## config.mk

```make
export PLATFORM = sky130hd
export DESIGN_NAME = gpio_port_ctrl
export DESIGN_NICKNAME = d
export VERILOG_FILES = /design/src/rtl/gpio_port_pkg.sv /design/src/rtl/gpio_in_sync.sv /design/src/rtl/gpio_cfg_regs.sv /design/src/rtl/gpio_pad_ctrl.sv /design/src/rtl/gpio_port_ctrl.sv
export SDC_FILE = /design/constraint.sdc
export NUM_CORES = 1
export LEC_CHECK = 0
export ABC_AREA = 1
export BUFFER_PORTS_ARGS = -buffer_cell sky130_fd_sc_hd__buf_2
export CORE_UTILIZATION = 50
export DETAILED_ROUTE_END_ITERATION = 8
export PLACE_DENSITY = 0.77
export RECOVER_POWER = 100
export SLEW_MARGIN = 20
export SYNTH_ARGS = -nofsm -noshare
export SYNTH_HDL_FRONTEND = slang
export SYNTH_SLANG_ARGS = --single-unit
```

## constraint.sdc

```tcl
create_clock -name clk -period 2.55 [get_ports clk]
set_clock_uncertainty 0.1 [all_clocks]
set_input_delay 0.255 -clock clk [delete_from_list [all_inputs] [get_ports clk]]
set_output_delay 0.255 -clock clk [all_outputs]
set_load 0.02 [all_outputs]
```

## src/rtl/gpio_port_pkg.sv

```systemverilog
package gpio_port_pkg;
   typedef enum logic [1:0] {
      MODE_IN  = 2'b00,
      MODE_OUT = 2'b01,
      MODE_ALT = 2'b10,
      MODE_RSV = 2'b11
   } pin_mode_e;

   localparam logic [1:0] PULL_UP   = 2'b01;
   localparam logic [1:0] PULL_DOWN = 2'b10;

   localparam int REG_MODE   = 0;
   localparam int REG_OTYPE  = 1;
   localparam int REG_PULL   = 2;
   localparam int REG_LATCH  = 3;
   localparam int REG_INPUT  = 4;
   localparam int REG_SETCLR = 5;
   localparam int REG_AF_LO  = 6;
endpackage

```

## src/rtl/gpio_in_sync.sv

```systemverilog
module gpio_in_sync #(
   parameter int WIDTH  = 16,
   parameter int STAGES = 2
) (
   input  logic             clk,
   input  logic             rst_n,
   input  logic [WIDTH-1:0] d_in,
   output logic [WIDTH-1:0] d_out
);
   logic [WIDTH-1:0] stage_q [STAGES];

   generate
      for (genvar s = 0; s < STAGES; s++) begin : g_stage
         if (s == 0) begin : g_first
            always_ff @(posedge clk or negedge rst_n) begin
               if (!rst_n) stage_q[0] <= '0;
               else        stage_q[0] <= d_in;
            end
         end else begin : g_next
            always_ff @(posedge clk or negedge rst_n) begin
               if (!rst_n) stage_q[s] <= '0;
               else        stage_q[s] <= stage_q[s-1];
            end
         end
      end
   endgenerate

   assign d_out = stage_q[STAGES-1];
endmodule

```

## src/rtl/gpio_cfg_regs.sv

```systemverilog
module gpio_cfg_regs
   import gpio_port_pkg::*;
#(
   parameter int NUM_PINS = 16,
   parameter int DATA_W   = 32,
   parameter int ADDR_W   = 4,
   parameter int AF_W     = 4
) (
   input  logic                     clk,
   input  logic                     rst_n,
   input  logic [ADDR_W-1:0]        addr,
   input  logic                     we,
   input  logic [DATA_W-1:0]        wdata,
   input  logic [NUM_PINS-1:0]      in_sync,
   output logic [DATA_W-1:0]        rdata,
   output logic [2*NUM_PINS-1:0]    mode_q,
   output logic [2*NUM_PINS-1:0]    pull_q,
   output logic [NUM_PINS-1:0]      otype_q,
   output logic [NUM_PINS-1:0]      latch_q,
   output logic [AF_W*NUM_PINS-1:0] af_q
);
   localparam int HALF    = DATA_W / 2;
   localparam int APR     = DATA_W / AF_W;
   localparam int AF_REGS = (NUM_PINS + APR - 1) / APR;

   localparam logic [ADDR_W-1:0] A_MODE   = ADDR_W'(REG_MODE);
   localparam logic [ADDR_W-1:0] A_OTYPE  = ADDR_W'(REG_OTYPE);
   localparam logic [ADDR_W-1:0] A_PULL   = ADDR_W'(REG_PULL);
   localparam logic [ADDR_W-1:0] A_LATCH  = ADDR_W'(REG_LATCH);
   localparam logic [ADDR_W-1:0] A_INPUT  = ADDR_W'(REG_INPUT);
   localparam logic [ADDR_W-1:0] A_SETCLR = ADDR_W'(REG_SETCLR);

   logic [NUM_PINS-1:0] set_v, clr_v;
   assign set_v = wdata[NUM_PINS-1:0];
   assign clr_v = wdata[HALF +: NUM_PINS];

   always_ff @(posedge clk or negedge rst_n) begin
      if (!rst_n) begin
         mode_q  <= '0;
         pull_q  <= '0;
         otype_q <= '0;
         latch_q <= '0;
      end else if (we) begin
         if (addr == A_MODE)   mode_q  <= wdata[2*NUM_PINS-1:0];
         if (addr == A_PULL)   pull_q  <= wdata[2*NUM_PINS-1:0];
         if (addr == A_OTYPE)  otype_q <= wdata[NUM_PINS-1:0];
         if (addr == A_LATCH)  latch_q <= wdata[NUM_PINS-1:0];
         if (addr == A_SETCLR) latch_q <= (latch_q & ~clr_v) | set_v;
      end
   end

   logic [DATA_W-1:0] af_word [AF_REGS];

   generate
      for (genvar n = 0; n < NUM_PINS; n++) begin : g_af
         localparam logic [ADDR_W-1:0] A_AF = ADDR_W'(REG_AF_LO + n / APR);
         localparam int OFS = AF_W * (n % APR);
         logic [AF_W-1:0] af_r;
         always_ff @(posedge clk or negedge rst_n) begin
            if (!rst_n)                  af_r <= '0;
            else if (we && addr == A_AF) af_r <= wdata[OFS +: AF_W];
         end
         assign af_q[AF_W*n +: AF_W] = af_r;
      end
      for (genvar k = 0; k < AF_REGS; k++) begin : g_afw
         always_comb begin
            af_word[k] = '0;
            for (int j = 0; j < APR; j++) begin
               if (k * APR + j < NUM_PINS)
                  af_word[k][AF_W*j +: AF_W] = af_q[AF_W*(k*APR+j) +: AF_W];
            end
         end
      end
   endgenerate

   always_comb begin
      rdata = '0;
      if (addr == A_MODE)       rdata[2*NUM_PINS-1:0] = mode_q;
      else if (addr == A_OTYPE) rdata[NUM_PINS-1:0]   = otype_q;
      else if (addr == A_PULL)  rdata[2*NUM_PINS-1:0] = pull_q;
      else if (addr == A_LATCH) rdata[NUM_PINS-1:0]   = latch_q;
      else if (addr == A_INPUT) rdata[NUM_PINS-1:0]   = in_sync;
      else begin
         for (int k = 0; k < AF_REGS; k++) begin
            if (addr == ADDR_W'(REG_AF_LO + k)) rdata = af_word[k];
         end
      end
   end
endmodule

```

## src/rtl/gpio_pad_ctrl.sv

```systemverilog
module gpio_pad_ctrl
   import gpio_port_pkg::*;
#(
   parameter int NUM_PINS = 16
) (
   input  logic [2*NUM_PINS-1:0] mode_q,
   input  logic [2*NUM_PINS-1:0] pull_q,
   input  logic [NUM_PINS-1:0]   otype_q,
   input  logic [NUM_PINS-1:0]   latch_q,
   output logic [NUM_PINS-1:0]   pad_out,
   output logic [NUM_PINS-1:0]   pad_oe,
   output logic [NUM_PINS-1:0]   pad_pu,
   output logic [NUM_PINS-1:0]   pad_pd,
   output logic [NUM_PINS-1:0]   pad_alt_en
);
   generate
      for (genvar n = 0; n < NUM_PINS; n++) begin : g_pin
         pin_mode_e md;
         assign md = pin_mode_e'(mode_q[2*n +: 2]);
         always_comb begin
            pad_out[n]    = 1'b0;
            pad_oe[n]     = 1'b0;
            pad_alt_en[n] = 1'b0;
            case (md)
               MODE_OUT: begin
                  if (otype_q[n]) begin
                     pad_out[n] = 1'b0;
                     pad_oe[n]  = ~latch_q[n];
                  end else begin
                     pad_out[n] = latch_q[n];
                     pad_oe[n]  = 1'b1;
                  end
               end
               MODE_ALT: pad_alt_en[n] = 1'b1;
               default:  ;
            endcase
         end
         assign pad_pu[n] = (pull_q[2*n +: 2] == PULL_UP);
         assign pad_pd[n] = (pull_q[2*n +: 2] == PULL_DOWN);
      end
   endgenerate
endmodule

```

## src/rtl/gpio_port_ctrl.sv

```systemverilog
module gpio_port_ctrl #(
   parameter int NUM_PINS    = 16,
   parameter int DATA_W      = 32,
   parameter int ADDR_W      = 4,
   parameter int AF_W        = 4,
   parameter int SYNC_STAGES = 2
) (
   input  logic                     clk,
   input  logic                     rst_n,
   input  logic [ADDR_W-1:0]        bus_addr,
   input  logic                     bus_we,
   input  logic [DATA_W-1:0]        bus_wdata,
   output logic [DATA_W-1:0]        bus_rdata,
   input  logic [NUM_PINS-1:0]      pad_in,
   output logic [NUM_PINS-1:0]      pad_out,
   output logic [NUM_PINS-1:0]      pad_oe,
   output logic [NUM_PINS-1:0]      pad_od,
   output logic [NUM_PINS-1:0]      pad_pu,
   output logic [NUM_PINS-1:0]      pad_pd,
   output logic [NUM_PINS-1:0]      pad_alt_en,
   output logic [AF_W*NUM_PINS-1:0] pad_af
);
   generate
      if (2 * NUM_PINS > DATA_W) begin : g_bad_width
         $error("two-bit fields and set/clear halves need 2*NUM_PINS <= DATA_W");
      end
      if (NUM_PINS > 2 * (DATA_W / AF_W)) begin : g_bad_af
         $error("function select must fit in two registers");
      end
      if (SYNC_STAGES < 2) begin : g_bad_sync
         $error("synchroniser needs at least two stages");
      end
      if (ADDR_W < 3) begin : g_bad_addr
         $error("register map needs at least 3 address bits");
      end
   endgenerate

   logic [2*NUM_PINS-1:0] mode_q, pull_q;
   logic [NUM_PINS-1:0]   otype_q, latch_q, in_sync;

   gpio_in_sync #(.WIDTH(NUM_PINS), .STAGES(SYNC_STAGES)) u_sync (
      .clk(clk), .rst_n(rst_n), .d_in(pad_in), .d_out(in_sync)
   );

   gpio_cfg_regs #(.NUM_PINS(NUM_PINS), .DATA_W(DATA_W), .ADDR_W(ADDR_W), .AF_W(AF_W)) u_regs (
      .clk(clk), .rst_n(rst_n), .addr(bus_addr), .we(bus_we), .wdata(bus_wdata),
      .in_sync(in_sync), .rdata(bus_rdata), .mode_q(mode_q), .pull_q(pull_q),
      .otype_q(otype_q), .latch_q(latch_q), .af_q(pad_af)
   );

   gpio_pad_ctrl #(.NUM_PINS(NUM_PINS)) u_pad (
      .mode_q(mode_q), .pull_q(pull_q), .otype_q(otype_q), .latch_q(latch_q),
      .pad_out(pad_out), .pad_oe(pad_oe), .pad_pu(pad_pu), .pad_pd(pad_pd),
      .pad_alt_en(pad_alt_en)
   );

   assign pad_od = otype_q;
endmodule

```

=== After elaboration in Yosys (flattened, before gate mapping) ===
Cells that the tools add are included.

* Bits in registers: 192
* Input port bits: 55
* Output and inout port bits: 192

* Eq/ne operators: 71
* Multiplexer cells: 92
* Bitwise operators: 19
* Reductions and logical operators: 8

{| class="wikitable"
|+ Operator list
! operator !! count
|-
| 2-to-1 mux 16 bit || 8
|-
| 2-to-1 mux 32 bit || 4
|-
| 2-to-1 mux 1 bit || 80
|-
| equality test 2 x 1 -> 1 bit (second input constant) || 32
|-
| equality test 2 bit (second input constant) || 32
|-
| AND 16 bit || 1
|-
| equality test 4 x 3 -> 1 bit (second input constant) || 4
|-
| inverter 1 bit || 16
|-
| inverter 16 bit || 1
|-
| OR 16 bit || 1
|-
| equality test 4 x 2 -> 1 bit (second input constant) || 2
|-
| AND reduction 2 bit || 4
|-
| equality test 4 x 1 -> 1 bit (second input constant) || 1
|-
| zero test 4 bit || 1
|-
| logical AND 1 bit || 2
|-
| nonzero test 2 bit || 1
|}

=== Depth between registers and ports, before layout ===
Gate-level depths: netlist of the first run.

* Depth after elaboration: 8
* Gate-level depth with buffers: 8

=== Hierarchy ===
A second synthesis of the first run with hierarchy kept.

* Cell total of the unflattened synthesis: 1132
* Area, all modules: 8928.6 sq um

{| class="wikitable"
|+ Modules (own cells, without submodules)
! module !! times used !! cells each !! area an instance (sq um) !! sequential area each (sq um)
|-
| gpio_cfg_regs || 1 || 876 || 7186.9 || 4003.8
|-
| gpio_in_sync || 1 || 48 || 920.9 || 800.8
|-
| gpio_pad_ctrl || 1 || 208 || 820.8 || 0.0
|}

=== Worst setup path before layout of the first run ===
No wires, ideal clock.

* Kind: in2out
* From: input port bus_addr[0]
* To: output port bus_rdata[21]
* Arrival time: 1329 ps
* Required time: 2195 ps
* Setup slack: 866 ps
* Cell stages on the path: 5
* Buffers on the path: 2
* Path through: buf_4 > nor2_4 > nand2_4 > clkbuf_1 > o2111ai_1

* Word-level cells in the longest chain between the ends: 8
* Elaborated cells between the ends (all ways): 14
* Those cells by class: eq/ne: 6; mux: 7; reduce/logical: 1

{| class="wikitable"
|+ Ends and longest elaborated chain
! what !! RTL line !! source
|-
| start: declaration || gpio_port_ctrl.sv:10 || <nowiki>input logic [ADDR_W-1:0] bus_addr,</nowiki>
|-
| equality test 4 x 3 -> 1 bit || gpio_cfg_regs.sv:85 || <nowiki>if (addr == ADDR_W'(REG_AF_LO + k)) rdata = af_word[k];</nowiki>
|-
| 2-to-1 mux 32 bit (2 in series) || gpio_cfg_regs.sv:85 ||
|-
| 2-to-1 mux 16 bit || gpio_cfg_regs.sv:82 || <nowiki>else if (addr == A_INPUT) rdata[NUM_PINS-1:0] = in_sync;</nowiki>
|-
| 2-to-1 mux 16 bit || gpio_cfg_regs.sv:81 || <nowiki>else if (addr == A_LATCH) rdata[NUM_PINS-1:0] = latch_q;</nowiki>
|-
| 2-to-1 mux 32 bit || gpio_cfg_regs.sv:80 || <nowiki>else if (addr == A_PULL) rdata[2*NUM_PINS-1:0] = pull_q;</nowiki>
|-
| 2-to-1 mux 16 bit || gpio_cfg_regs.sv:79 || <nowiki>else if (addr == A_OTYPE) rdata[NUM_PINS-1:0] = otype_q;</nowiki>
|-
| 2-to-1 mux 32 bit (*) || gpio_cfg_regs.sv:78 || <nowiki>if (addr == A_MODE) rdata[2*NUM_PINS-1:0] = mode_q;</nowiki>
|-
| end: declaration || gpio_port_ctrl.sv:13 || <nowiki>output logic [DATA_W-1:0] bus_rdata,</nowiki>
|}

Every way passes the cells marked *; elsewhere a longest branch is shown, timed or not.

=== Worst setup path after layout of the first run ===
* From: input port bus_addr[3]
* To: output port bus_rdata[25]

The elaborated chain is that of the path after synthesis.

==> results.cfg, run 1 <==
[min_path]
min_path_cells = 3
hold_start = bus_wdata[28]
min_to = u_regs.g_af[7].af_r[0]
hold_path.class = input port to flip-flop

[setup_path]
start_kind = input port
crit_family = buffers and inverters
max_stage_delay_ps = 370
slowest_stage = buf_4
critical_path_class = input port to output port
rr_startpoint = u_regs.latch_q[6]
reg2reg_depth = 4
required_ps = 2190
crit_buf_inv = 3
ff2ff_setup_slack_ps = 1590
worstPathMaxFanout = 22
cp_cell_sequence = buf_2 > nor2_4 > nand2_1 > nor2_4 > buf_4 > nand2_1 > o2111ai_1 > clkbuf_1
worstSetupEndpointType = output port
cp.arrival_ps = 1890
r2r-end = u_regs.latch_q[6]

[drt]
wire_per_inst_um = 17.03
ant_nets = 0
dr.pass1.iters = 7
wirelength_mm = 25.89
vias = 8170
drt_iter0_drc = 588
drc = 0
vias_per_cell = 5.375

[layout]
num_antenna_cells = 0
drive_above_1_share_pct = 8.846
nets = 1342
area_growth_pct = 22.44
layoutNonFillerInstCount = 1520
final_common_cell = nand2_1
final_cell_mix = nand2_1, clkbuf_1, dfrtp_1

[clock_network]
clk_pin_slew_worst_paths_ps = 70
cts-root-buf = clkbuf_16
cts_tree = built
cts.sinks = 192
numCtsBuffers = 17
postCtsHoldBufs = 17
postCtsSetupRepairBufs = 0
clockBufferDepth = 2
clk_latency_ps = 420
cts.htree.levels = 4
cts_resized = 0

[pwr]
power_density_nw_per_um2 = 855.4
irDropWorstVdd_mv = 0.4878
power.leakage_nw = 4.923

[synth]
synthCells = 1036
ys_seq_elements = 192
ys_warn_count = 0
ys_types = 22
synth_area_leaders = dfrtp_1, nand2_1, o21ai_0, inv_1, nand3_1
synth_area_leader_cell = dfrtp_1
yosysSeqAreaShare_pct = 55.77
syn_area_per_cell_um2 = 8.316
syn_area_um2 = 8616
synth_top_cell_area_share_pct = 55.77
synth_nets = 1091

[timing]
setup_viol = 0
fin_crit_sh_pct = 88.03
fin_tns_setup_ps = 0
finalHoldViolations = 0
min_period_ps = 2245
tightest_slew_ps = 1810
maxSlewViolCount = 64
relSlewSlack_pct = -20.65
holdWs_ps = 42.90
rsz0062_at_grt = no
fmax_ghz = 0.4455

[floorplan]
rows = 47
ioPinCount = 247
core-area_um2 = 16700
chipHeight_um = 133.3
start_util_pct = 51.59
die-area_um2 = 17760
die_w_um = 133.3

[placement]
gp_congestion = 0.9053
port_buffers = 246
dp.cells = 1471
dp_hpwl_mm = 18.52

[job]
cap_violations = 1

[global_routing]
grt-ovfl-total = 0
antenna_found_initial = 1
grt_max_degree = 67
grt_pass1_wl_mm = 40.70
track_usage_pct = 29.76
grt_pass1_vias = 7553

[status]
outcome = complete, but fails checks
violations = max-capacitance violations, max-slew violations
-- how the worst max path moves through the flow --
stage / from / slack [ps] / endpoint / cells past startpoint
2_1_floorplan: bus_addr[0] / 870 / bus_rdata[21] / 5
3_5_place_dp: bus_addr[3] / 410 / bus_rdata[25] / 8
3_3_place_gp: bus_addr[3] / 480 / bus_rdata[5] / 8
5_1_grt: bus_addr[0] / 160 / u_regs.pull_q[27] / 8
4_1_cts: bus_addr[3] / 410 / bus_rdata[25] / 8
6_report: bus_addr[3] / 310 / bus_rdata[25] / 8
-- kinds of logic after synthesis --
kind of cell / count (synthesis) / synth area share [%]
AOI/OAI and AO/OA: 209 / 13.37
buffers and inverters: 168 / 7.740
DFF: 192 / 55.77
and+or+nand+nor: 467 / 23.12
-- through the flow --
stage / utilization [%] / area [um2] / worst slack [ps] / power (W)
final: 63.16 / 10550 / 305.1 / 0.009024
after global routing: 63.16 / 10550 / 162.8 / 0.009506
after CTS: 65.01 / 10860 / 405.9 / 0.009217
after detailed placement: 60.55 / 10110 / 406.9 / 0.006596
after global placement: 60.55 / 10110 / 483.9 / 0.006532
after floorplan: - / 8616 / 866.5 / 0.005565
-- layout make-up --
cell class | count | area [um2]
Clock buffer | 17 | 425.4
Clock inverter | 15 | 148.9
Fill cell | 1553 | 6152
Inverter | 118 | 442.9
Multi-Input combinational cell | 676 | 3134
Sequential cell | 192 | 4805
Tap cell | 220 | 275.3
Timing Repair Buffer | 282 | 1318
-- synthesized netlist by cell type --
master,instances
nand2_1,274
buf_1,3
inv_1,114
nor2_4,5
o2111ai_1,16
nand4_1,16
buf_2,20
nor2_1,81
a21boi_2,1
dfrtp_1,192
buf_4,3
nor2_2,1
nand3_1,65
inv_2,4
a211oi_1,16
o21ai_1,57
nand2_4,1
clkbuf_1,24
o21ai_0,119
nor3_4,1
nor4_1,16
nand2_2,7
-- report_power, final --
part	internal (W)	switching [W]
clock network	0.00138	0.00122
logic	0.000628	0.00161
registers	0.00360	0.000584
-- flip-flops by register name, indices dropped and copies added (netlist names) --
name	flops
u_regs.g_af.af_r	64
u_regs.latch_q	16
u_regs.mode_q	32
u_regs.otype_q	16
u_regs.pull_q	32
u_sync.d_out	16
u_sync.stage_q	16
-- tightest hold or removal path, stage by stage --
cell and delay, ps:
buf_2 70, inv_1 70, o21ai_1 130
-- per-layer routing --
metal  track usage (%)  routed length, um  vias up
met3             7.725               2387       45
met5                 0                 13        -
li1                  -                  -     3875
met1             41.39              11180     3866
met2             45.05              11680      382
met4             10.92                626        2
No activity file was read; power rests on OpenSTA's default activity.
==> run 2: changes to the inputs <==
- BUFFER_PORTS_ARGS: -buffer_cell sky130_fd_sc_hd__buf_2 -> -buffer_cell sky130_fd_sc_hd__clkbuf_2
==> run 2 against run 1 <==
The flow now finishes without violations. Critical path type unchanged. First-iteration DRC count grew 9.7%. Critical endpoint is now bus_rdata[27]. Sequential share of layout area shrank 0.26 points. Combinational power is essentially flat. Clock power grew 5%. Fmax grew 2.0%. Sequential cell count is the same.
==> results.cfg, run 2 (synthesis gave the netlist of run 1 again) <==
[timing]
min_period_ps = 2200
fin_crit_sh_pct = 86.28
maxSlewViolCount = 0
fmax_ghz = 0.4545
setup_viol = 0
relSlewSlack_pct = 4.848
finalHoldViolations = 0
tightest_slew_ps = 1427
rsz0062_at_grt = no
fin_tns_setup_ps = 0

[layout]
drive_above_1_share_pct = 9.762
largestRegisters = u_regs.g_af.af_r (64), u_regs.mode_q (32), u_regs.pull_q (32)
nets = 1343
layoutNonFillerInstCount = 1521
largest_register = u_regs.g_af.af_r
final_cell_area_um2 = 10610
largest_reg_flops = 64
final_cell_mix = nand2_1, dfrtp_1, clkbuf_1
area_growth_pct = 23.15
num_antenna_cells = 0
final_common_cell = nand2_1

[pwr]
power_density_nw_per_um2 = 866.4
fin_total_pwr_w = 0.009193
seqPwrFrac_pct = 45.7
irDropWorstVdd_mv = 0.5095
p_switching_w = 0.003451
power.leakage_nw = 5.013
clkPwrFrac_pct = 29.9
switching_share_pct = 37.54
combPwrFrac_pct = 24.5
p_int_w = 0.005741

[drt]
drc = 0
dr.pass1.iters = 6
ant_nets = 0
drt_iter0_drc = 645
drt-met1-wl_mm = 11.74
vias_per_cell = 5.410
vias = 8228
wl_met2_mm = 12.29
wirelength_mm = 26.28
top_layer = met4
wire_per_inst_um = 17.27
route.met3.wl_mm = 1.875

[clock_network]
cts_resized = 0
cts-root-buf = clkbuf_16
clockBufferDepth = 2
clk_latency_ps = 440
clk_pin_slew_worst_paths_ps = 70
numCtsBuffers = 17
postCtsSetupRepairBufs = 0
cts.htree.levels = 4
cts_tree = built
cts.sinks = 192

[setup_path]
slowest_stage = nor2_1
start_kind = input port
crit_start = bus_addr[3]
cp_cell_sequence = clkbuf_2 > nor2_1 > nand2_2 > nor2_1 > buf_4 > nand2_1 > o2111ai_1 > clkbuf_2
max_stage_delay_ps = 350
required_ps = 2190
crit_buf_inv = 3
cp.arrival_ps = 1850
critical_path_class = input port to output port
worstPathMaxFanout = 16
crit_family = simple AND/OR/NAND/NOR gates
rr_startpoint = u_regs.latch_q[6]
worstSetupEndpointType = output port

[floorplan]
start_util_pct = 51.59
chipHeight_um = 133.3
ioPinCount = 247
die-area_um2 = 17760
die_w_um = 133.3
rows = 47
core-area_um2 = 16700

[placement]
dp_hpwl_mm = 18.52
gp_congestion = 0.8823
port_buffers = 246
placed_cell_area_um2 = 10120
dp.cells = 1472

[min_path]
hold_start = bus_wdata[28]
hold_path.class = input port to flip-flop

[global_routing]
track_usage_pct = 30.31
grt_pass1_wl_mm = 41.49
grt-ovfl-total = 0
antenna_found_initial = 0
grt_max_degree = 89
grt_pass1_vias = 7650

[status]
outcome = complete, no violations

[job]
cap_violations = 0
-- run 2: changes by cell type in the layout (fill, tap and decap cells not counted), sizes merged --
| cell | before | now |
|---|---|---|
| clkinvlp | 4 | 2 |
| inv | 124 | 125 |
| clkbuf | 217 | 272 |
| clkinv | 4 | 3 |
| buf | 65 | 12 |
| bufinv | 1 | 2 |
-- run 2: power groups by stage --
stage                     clock network (W)  logic [W]  registers [W]
after floorplan                           0    0.00118        0.00438
after global placement                    0    0.00232        0.00422
after detailed placement                  0    0.00238        0.00423
after CTS                           0.00277    0.00241        0.00418
after global routing                0.00290    0.00249        0.00427
final                               0.00274    0.00225        0.00420
-- run 2: worst paths after layout --
path	to	slack, ps	cells after the start
min in group asynchronous	u_regs.g_af[12].af_r[0]	570	2
setup reg to reg	u_regs.latch_q[6]	1570	4
max in group asynchronous	u_regs.g_af[3].af_r[3]	680	3
hold reg to reg	u_sync.d_out[0]	250	0
setup / recovery	bus_rdata[27]	350	8
hold / removal	u_regs.g_af[15].af_r[0]	50	3
-- run 2: timing repair --
| item | CTS | global route |
|---|---|---|
| endpoints found under the setup margin | 0 | 0 |
| hold endpoints to repair | 65 | 0 |
| hold buffers | 17 | 0 |
-- run 2: area by class of cell --
type / instances / area [um2]
tap: 220 / 275.3
clock inverter: 14 / 167.7
multi-input combinational: 676 / 3118
clock buffer: 18 / 439.2
fill: 1543 / 6091
inverter: 118 / 442.9
sequential: 192 / 4805
timing repair buffer: 283 / 1363
-- run 2: per-layer routing --
| metal | vias up | global-route usage (%) |
|---|---|---|
| li1 | 3874 | - |
| met1 | 3938 | 44.26 |
| met2 | 384 | 46.59 |
| met3 | 32 | 4.909 |
| met4 | 0 | 9.280 |
| met5 | - | 0 |
-- run 2: metrics by stage --
stage / hold WS, ps / worst slack, ps / util [%]
after CTS: 39.72 / 576.1 / 65.25
after floorplan: -140.6 / 866.5 / -
after global placement: 139.3 / 442.6 / 60.59
after detailed placement: 138.9 / 375.5 / 60.59
final: 49.16 / 350.0 / 63.53
after global routing: 59.08 / 248.4 / 63.53
-- run 2: worst min-delay path, stage by stage --
cell	delay (ps)
clkbuf_2	80
inv_1	110
o21ai_0	100
==> run 3: changes to the inputs <==
- ABC_AREA: 1 -> default
- CELL_PAD_IN_SITES_DETAIL_PLACEMENT: default -> 2
- CELL_PAD_IN_SITES_GLOBAL_PLACEMENT: default -> 2
- CORE_UTILIZATION: 50 -> 37
- PLACE_DENSITY: 0.77 -> default
- PLACE_DENSITY_LB_ADDON: default -> 0.1
==> run 3 against run 2 <==
The run now ends with max-capacitance violations, max-slew violations left. Die area rose by 44%. Worst setup slack lost 140 ps. Critical path depth shrank 2. Sequential share of layout area decreased by 3.1 points. Utilization decreased by 17 points. Fmax down 5.8%. Power rose by 6.7%. Clock power shrank 4%. Critical endpoint is now bus_rdata[4].
==> results.cfg, run 3 <==
[timing]
fin_tns_setup_ps = 0
maxSlewViolCount = 62
finalHoldViolations = 0
rsz0062_at_grt = no
fin_crit_sh_pct = 91.57
relSlewSlack_pct = -16.09
setup_viol = 0
min_period_ps = 2335
holdWs_ps = 23.17
tightest_slew_ps = 1741
fmax_ghz = 0.4282

[synth]
syn_area_per_cell_um2 = 12.20
synth_area_leader_cell = dfrtp_1
synthCells = 758
syn_area_um2 = 9251
synth_edf_count = 0
yosysMostFrequentCell = dfrtp_1
ys.flop_type = dfrtp_1
synth_nets = 813
synth_area_leaders = dfrtp_1, mux2_2, nor2b_1, a22oi_1, mux2_1
ys_warn_count = 0
async_flop_share_pct = 100.0
synth_top_cell_area_share_pct = 51.93
yosysSeqAreaShare_pct = 51.93
ys_seq_elements = 192
ys_types = 43
netlist_top_cells_count = dfrtp_1, mux2_2, nor2b_1

[floorplan]
die-area_um2 = 25640
start_util_pct = 37.93
die_w_um = 160.1
core-area_um2 = 24390
ioPinCount = 247
rows = 57
chipHeight_um = 160.1

[layout]
seqCellArea_um2 = 4805
final_common_cell = clkbuf_1
nets = 1070
area_growth_pct = 23.14
largestRegisters = u_regs.g_af.af_r (64), u_regs.mode_q (32), u_regs.pull_q (32)
final_cell_mix = clkbuf_1, dfrtp_1, mux2_2
nFillCells = 2627
largest_reg_flops = 64
largest_register = u_regs.g_af.af_r
num_antenna_cells = 0
multi_input_comb_area_um2 = 4170
drive_above_1_share_pct = 26.58

[pwr]
combPwrFrac_pct = 29.1
switching_share_pct = 38.08
p_switching_w = 0.003736
seqPwrFrac_pct = 44.0
clkPwrFrac_pct = 26.8
power.leakage_nw = 4.702
p_int_w = 0.006077
irDropWorstVdd_mv = 0.4017
power_density_nw_per_um2 = 861.4

[global_routing]
grt_pass1_vias = 8144
antenna_found_initial = 0
grt-ovfl-total = 0
grt_pass1_wl_mm = 49.79
grt_max_degree = 68
track_usage_pct = 25.50

[drt]
top_layer = met4
drt-met1-wl_mm = 14.09
route.met3.wl_mm = 1.372
wirelength_mm = 31.93
wire_per_inst_um = 23.64
wl_met2_mm = 15.86
vias_per_cell = 5.460
dr.pass1.iters = 4
drt_iter0_drc = 383
drc = 0
vias = 7376
ant_nets = 0

[clock_network]
postCtsSetupRepairBufs = 0
cts-root-buf = clkbuf_16
cts_tree = built
cts.sinks = 192
clockBufferDepth = 2
cts.htree.levels = 4
numCtsBuffers = 17
clk_pin_slew_worst_paths_ps = 80
clk_latency_ps = 440
cts_resized = 0

[setup_path]
worstPathMaxFanout = 15
worstSetupEndpointType = output port
start_kind = input port
critical_path_class = input port to output port
cp.arrival_ps = 1980
required_ps = 2190

[placement]
port_buffers = 246
dp_hpwl_mm = 22.65
gp_congestion = 0.7665

[job]
cap_violations = 1

[status]
outcome = complete, but fails checks
violations = max-capacitance violations, max-slew violations

[min_path]
hold_path.class = input port to flip-flop
-- run 3: path summary, 6_finish.rpt --
check	slack, ps	endpoint	depth (start not counted)	from
max in group asynchronous	480	u_regs.mode_q[20]	3	rst_n
min reg2reg	250	u_sync.d_out[11]	0	u_sync.stage_q[27]
min in group asynchronous	700	u_regs.g_af[8].af_r[2]	2	rst_n
max	210	bus_rdata[4]	6	bus_addr[2]
min	20	u_regs.pull_q[27]	2	bus_wdata[27]
max reg2reg	1520	u_regs.otype_q[9]	1	u_regs.otype_q[9]
-- run 3: metrics by stage --
stage	area (um2)	setup slack (ps)	power [W]	cells	utilization, %
2_1_floorplan	9251	604.1	0.006063	758	-
3_3_place_gp	10970	310.3	0.007275	1302	44.99
3_5_place_dp	10970	277.2	0.007388	1302	44.99
4_1_cts	11720	229.8	0.01009	1351	48.03
5_1_grt	11390	96.18	0.01028	1351	46.71
6_report	11390	214.9	0.009813	1351	46.71
-- run 3: what timing repair did --
item                                    4_1_cts  5_1_grt
hold endpoints to repair                     78        0
hold buffers                                 18        0
endpoints found under the setup margin        0        0
-- run 3: logic make-up (layout without fill, tap and decap cells) --
group,after synthesis,count (layout),synth area share [%]
flip-flops,192,192,51.93
AO/OA/AOI/OAI,173,173,13.21
AND/OR/NAND/NOR,169,169,11.66
multiplexers,166,166,20.12
buffers and inverters,57,326,2.975
XOR/XNOR,1,1,0.09469
-- run 3: cell type report --
| cell class | instances | area share [%] |
|---|---|---|
| Clock buffer | 18 | 3.855 |
| Clock inverter | 13 | 1.076 |
| Inverter | 1 | 0.03295 |
| Multi-Input combinational cell | 509 | 36.61 |
| Sequential cell | 192 | 42.17 |
| Tap cell | 324 | 3.558 |
| Timing Repair Buffer | 294 | 12.70 |
-- run 3: critical path, stage by stage --
cell,delay [ps]
clkbuf_2,320
nor2b_1,340
clkbuf_2,300
o2111ai_1,170
a32oi_1,320
clkbuf_1,270
-- run 3: routing by layer --
metal	up-vias	track usage, %
li1	3313	-
met1	3825	32.95
met2	201	43.46
met3	37	4.519
met4	0	7.662
met5	-	0
-- run 3: power groups by stage --
stage / clock network (W) / registers (W) / logic (W)
2_1_floorplan: 0 / 0.00451 / 0.00156
3_3_place_gp: 0 / 0.00434 / 0.00293
3_5_place_dp: 0 / 0.00438 / 0.00301
4_1_cts: 0.00270 / 0.00433 / 0.00306
5_1_grt: 0.00280 / 0.00442 / 0.00307
6_report: 0.00263 / 0.00432 / 0.00286
